===== src/rtl/cfgld_pkg.sv =====
package cfgld_pkg;
  // Strobes passed from control to datapath on each edge
  typedef struct packed {
    logic takeBit;   // shift one serial bit into the image
    logic takeByte;  // shift one parallel byte into the image
    logic forward;   // copy serial input to the chain output
  } cfgStrobe_t;
endpackage


===== src/rtl/cfgld_ctrl.sv =====
module cfgld_ctrl
  import cfgld_pkg::*;
#(
  parameter int CFG_BYTES = 4
) (
  input  logic       cfgClk,
  input  logic       progN,
  input  logic       parMode,
  input  logic       csLowN,
  input  logic       csHigh,
  input  logic       wrN,
  output cfgStrobe_t stb,
  output logic       done,
  output logic       parSel
);
  localparam int WBITS = CFG_BYTES * 8;
  localparam int CW    = $clog2(WBITS + 1);

  logic [CW-1:0] unitCnt;
  logic [CW-1:0] lastUnit;
  logic          byteOk;

  assign lastUnit = parSel ? CW'(CFG_BYTES - 1) : CW'(WBITS - 1);
  assign byteOk   = !csLowN && csHigh && !wrN;

  always_comb begin
    stb.takeBit  = !done && !parSel;
    stb.takeByte = !done && parSel && byteOk;
    stb.forward  = done && !parSel;
  end

  always_ff @(posedge cfgClk) begin
    if (!progN) begin
      parSel  <= parMode;
      unitCnt <= '0;
      done    <= 1'b0;
    end else if (stb.takeBit || stb.takeByte) begin
      unitCnt <= unitCnt + 1'b1;
      if (unitCnt == lastUnit) done <= 1'b1;
    end
  end
endmodule


===== src/rtl/cfgld_datapath.sv =====
module cfgld_datapath
  import cfgld_pkg::*;
#(
  parameter int CFG_BYTES = 4
) (
  input  logic                   cfgClk,
  input  logic                   progN,
  input  logic                   mirrorEn,
  input  logic                   serIn,
  input  logic [7:0]             parData,
  input  cfgStrobe_t             stb,
  output logic [CFG_BYTES*8-1:0] cfgWord,
  output logic                   dout
);
  localparam int WBITS = CFG_BYTES * 8;

  logic [7:0] flipped;
  logic [7:0] byteIn;

  for (genvar i = 0; i < 8; i++) begin : g_flip
    assign flipped[i] = parData[7-i];
  end

  assign byteIn = mirrorEn ? flipped : parData;

  always_ff @(posedge cfgClk) begin
    if (!progN) begin
      cfgWord <= '0;
      dout    <= 1'b1;
    end else begin
      if (stb.takeBit)
        cfgWord <= (cfgWord << 1) | WBITS'(serIn);
      else if (stb.takeByte)
        cfgWord <= (cfgWord << 8) | WBITS'(byteIn);
      dout <= stb.forward ? serIn : 1'b1;
    end
  end
endmodule


===== src/rtl/cfg_stream_loader.sv =====
module cfg_stream_loader
  import cfgld_pkg::*;
#(
  parameter int CFG_BYTES = 4
) (
  input  logic                   cfgClk,
  input  logic                   progN,
  input  logic                   parMode,
  input  logic                   mirrorEn,
  input  logic                   serIn,
  input  logic [7:0]             parData,
  input  logic                   csLowN,
  input  logic                   csHigh,
  input  logic                   wrN,
  output logic                   dout,
  output logic                   done,
  output logic [CFG_BYTES*8-1:0] cfgWord
);
  cfgStrobe_t stb;
  logic       parSel;

  cfgld_ctrl #(.CFG_BYTES(CFG_BYTES)) u_ctrl (
    .cfgClk (cfgClk),
    .progN  (progN),
    .parMode(parMode),
    .csLowN (csLowN),
    .csHigh (csHigh),
    .wrN    (wrN),
    .stb    (stb),
    .done   (done),
    .parSel (parSel)
  );

  cfgld_datapath #(.CFG_BYTES(CFG_BYTES)) u_dp (
    .cfgClk  (cfgClk),
    .progN   (progN),
    .mirrorEn(mirrorEn),
    .serIn   (serIn),
    .parData (parData),
    .stb     (stb),
    .cfgWord (cfgWord),
    .dout    (dout)
  );
endmodule


===== config.mk =====
export PLATFORM = sky130hd
export DESIGN_NAME = cfg_stream_loader
export DESIGN_NICKNAME = d
export VERILOG_FILES = /design/src/rtl/cfgld_pkg.sv /design/src/rtl/cfgld_ctrl.sv /design/src/rtl/cfgld_datapath.sv /design/src/rtl/cfg_stream_loader.sv
export SDC_FILE = /design/constraint.sdc
export NUM_CORES = 1
export LEC_CHECK = 0
export BUFFER_PORTS_ARGS = -buffer_cell sky130_fd_sc_hd__buf_2
export CORE_UTILIZATION = 48
export DETAILED_ROUTE_END_ITERATION = 10
export PLACE_DENSITY = 0.75
export SYNTH_ARGS = -nofsm -noshare
export SYNTH_HDL_FRONTEND = slang
export SYNTH_HIERARCHICAL = 1
export SYNTH_SLANG_ARGS = --single-unit

===== constraint.sdc =====
create_clock -name cfgClk -period 1.74 [get_ports cfgClk]
set_input_delay 0.261 -clock cfgClk [delete_from_list [all_inputs] [get_ports cfgClk]]
set_output_delay 0.261 -clock cfgClk [all_outputs]
set_load 0.01 [all_outputs]

After elaboration in Yosys (flattened, before gate mapping)
Index checks and enable logic that the tools add are counted.

operators by class
  equal/unequal tests = 1
  $add $sub $neg = 1
  bitwise operators = 2
  reductions and logical operators = 14
  mux-type cells = 4

operators by type and width
  kind                 count
  $mux 32              2
  $or 32x1->32         1
  $or 32x8->32         1
  $mux 8               1
  $add 6x1->6 const B  1
  $eq 6x6->1           1
  $logic_and 1x1->1    6
  $mux 5               1
  $logic_not 1->1      4
  $reduce_and 2->1     2
  $reduce_bool 2->1    1
  $logic_or 1x1->1     1

word-level totals
  output and inout bits = 34
  register bits after elaboration = 41
  word-level logic and storage cells = 27

Logic depth before layout (Yosys ltp)
  depth in word-level cells = 6
  mapped depth = 7
  mapped depth without buffers = 5

Modules after synthesis
Netlist, hierarchy kept.

by module, submodules not included
  module          instances  area each (µm²)  cells each
  cfgld_datapath  1          1766.7           156
  cfgld_ctrl      1          414.1            41

Least setup slack after synthesis
No wires, ideal clock.

  path kind = input to register
  start point = input port csLowN
  end point = register u_dp.cfgWord[10]
  cell stages on the path = 6
  setup time = 0.116 ns
  data required time = 1.624 ns
  data arrival time = 1.728 ns
  path slack = -0.104 ns
  cell sequence = or3b_4 nor3b_1 buf_6 buf_12 mux2_4 o211a_1

RTL lines
  element               RTL line                 text
  start, declared       cfg_stream_loader.sv:12  input logic csLowN,
  end signal, assigned  cfgld_datapath.sv:32     cfgWord <= (cfgWord << 1) | WBITS'(serIn);
  end signal, assigned  cfgld_datapath.sv:34     cfgWord <= (cfgWord << 8) | WBITS'(byteIn);
  end, declared         cfgld_datapath.sv:12     output logic [CFG_BYTES*8-1:0] cfgWord,

==> summary.md <==
| Metric | Value |
|---|---|
| Status | finished clean |
| Antenna Nets Post-Route | 0 |
| Cells after Synth | 197 |
| Capturing point of the worst reg2reg path | u_dp/cfgWord[11] |
| Sink Count | 41 |
| Commonest non-fill, non-tap cell in the layout | buf_2 |
| Number of synthesized register bits | 41 |
| Min-Delay Path Class | primary input to register |
| Vias in the first global route | 1528 |
| Total of max-cap violations | 0 |
| Die Y | 69.4 µm |
| Clock root buffer | clkbuf_8 |
| Worst path max stage delay | 0.41 ns |
| CTS buffer count | 5 |
| Worst R2R Start | u_ctrl/parSel |
| Final WL | 4.29 mm |
| PwrDens | 816 nW/µm² |
| Global placer's final weighted congestion | 0.770 |
| TritonCTS clock tree | done |
| CP Capture Type | register |
| RSZ-0062 raised after global routing | no |
| Syn avg cell area | 11.1 µm² |
| Vias | 1616 |
| Worst Tran Pin Value | 0.361 ns |
| WHS Endpoint | u_ctrl/parSel |
| Hold slack final | 0.144 ns |
| Antenna violations before repair | 0 |
| CP Buf/Inv Count | 2 |
| Startpoint Class | primary input |
| Mapped Nets | 214 |
| Worst-Skew Late Latency | 0.29 ns |
| CP Cell Sequence | buf_2, or3b_4, nor3b_4, buf_12, mux2_2, o211a_1 |
| Post-Layout Cell Count | 297 |
| Worst path slowest cell | or3b_4 |
| # diodes | 0 |
| Number of setup violations in the final report | 0 |
| Nets | 261 |
| Setup Skew | 0.00778 ns |
| Peak VDD IR | 0.488 mV |
| Crit Path Max Fanout | 26 |
| Pre-antenna DRT Iters | 4 |
| Hold Fails Final Rpt | 0 |
| Placeable Area | 4350 µm² |
| Final HPWL DP | 2.94 mm |
| Overall Power | 0.00208 W |
| WS Path Type | primary input to register |
| Routed WL per cell | 14.5 µm |
| CTS Hold Buffers Added | 0 |
| CTS resizes | 0 |
| Area grow syn2layout | 16.9% |
| Lkg Pwr | 1.34 nW |
| CP top delay family | simple AND/OR/NAND/NOR gates |
| Worst slew margin | 76.0% |
| Placed cell count | 289 |
| Register area share after synthesis | 38.1% |
| Tmin final | 1.60 ns |
| H-Tree Depth | 2 |
| Largest net degree at the start of global routing | 39 |
| Share of layout cells above drive strength 1 | 38.4% |
| Layout fillers | 386 |
| Achievable clock frequency | 625 MHz |
| Slew Limit Fails | 0 |
| Maximum clock insertion buffer count | 2 |
| Grt ovf | 0 |
| Synth Cell Area | 2180 µm² |
| Worst hold stages | 1 |
| Vias per cell | 5.44 |
| Die area | 4820 µm² |
| Synth cell types | 32 |
| Clock-pin slew on the worst setup and hold paths | 0.07 ns |
| Most frequent cells in the layout | buf_2 (49), dfxtp_1 (40), nand2b_1 (36), o211a_1 (24), mux2_4 (19) |
| # DRC | 0 |
| First-pass GRT wire length | 7.13 mm |
| Yosys Warn Count | 6 |
| Site row count | 24 |
| R2R depth | 5 |
| Die Width | 69.4 µm |
| Total setup buffers inserted after CTS | 0 |
| Num ports | 50 |
| CP arrival | 1.79 ns |
| Starting density of the core | 50.1% |
| Fin crit share | 92.0% |
| Starting DRC count in detailed routing | 138 |
| GRT Resource Usage Total | 18.5% |
| Hold Path Origin | parMode |
| FF-to-FF setup slack | 0.24 ns |
| Required @ worst endpoint | 1.93 ns |
| IO Port Bufs | 49 |
==> worst max path at each step <==
stage            from          endpoint  slack (ns)  cells past startpoint
6_report       csLowN  u_dp/cfgWord[25]        0.14                      6
5_1_grt        csLowN   u_dp/cfgWord[0]        0.08                      6
4_1_cts        csLowN  u_dp/cfgWord[25]        0.14                      6
3_5_place_dp   csLowN  u_dp/cfgWord[25]       -0.17                      6
3_3_place_gp   csLowN  u_dp/cfgWord[27]       -0.14                      6
2_1_floorplan  csLowN  u_dp/cfgWord[10]       -0.03                      6
==> per-stage QoR <==
stage	worst slack [ns]	cell area [µm²]	setup TNS, ns	util, %
2_1_floorplan	-0.0289	2190	-0.543	-
3_3_place_gp	-0.137	2470	-3.17	56.7
3_5_place_dp	-0.170	2470	-3.93	56.7
4_1_cts	0.139	2550	0	58.5
5_1_grt	0.0785	2550	0	58.5
6_report	0.140	2550	0	58.5
==> cells in the mapped netlist (all sizes together) <==
master  count  share of area (%)
a211oi      2                1.1
a21oi       3                1.2
a22o        1               0.40
and3        1               0.29
buf        10                3.9
clkbuf      7                1.3
dfxtp      40                 37
edfxtp      1                1.4
ha          1               0.57
inv         1               0.17
mux2       24                 16
mux2i      10                4.6
nand2       2               0.34
nand2b     36                 10
nand3       9                2.1
nand3b      2               0.86
nand4       1               0.57
nor2        6                1.0
nor2b       1               0.29
nor3b       1               0.34
o211a      24                 11
o221ai      8                3.2
or3b        1               0.52
or4b        1               0.46
xnor2       4                1.6
==> registers in the layout (all words and copies together), names as in the netlist <==
name and count:
u_ctrl/unitCnt 6, u_ctrl/parSel 1, u_dp/dout 1, u_ctrl/done 1, u_dp/cfgWord 32
==> power by group <==
group	internal, W	switching, W	total [W]
clock network	0.000285	0.000311	0.000596
logic	0.000225	0.000191	0.000416
registers	0.00101	0.0000606	0.00107
total	0.00152	0.000562	0.00208
==> per-layer routing <==
layer / GRT usage (%) / vias up / part of all wire (%)
li1: - / 811 / -
met1: 23.6 / 763 / 47
met2: 30.9 / 35 / 48
met3: 3.49 / 7 / 3.3
met4: 7.48 / 0 / 1.5
met5: 0 / - / 0
==> cell families (layout without fill, tap and decap cells) <==
| logic type | count (synthesis) | after routing | synth area share (%) |
|---|---|---|---|
| adder cells (fa/ha/maj) | 1 | 1 | 0.574 |
| buffers and inverters | 18 | 66 | 5.39 |
| AND/OR/NAND/NOR | 61 | 61 | 17.1 |
| flip-flops | 41 | 41 | 38.1 |
| AO/OA/AOI/OAI | 38 | 38 | 17.0 |
| multiplexers | 34 | 34 | 20.3 |
| XOR/XNOR | 4 | 4 | 1.61 |
==> layout make-up <==
class	count	area, µm²	area share (%)
Clock buffer	8	80.1	3.14
Multi-Input combinational cell	138	1250	49.1
Timing Repair Buffer	57	318	12.5
Sequential cell	41	831	32.6
Tap cell	52	65.1	2.55
Inverter	1	3.75	0.147
Power figures use the tool's default switching activity.
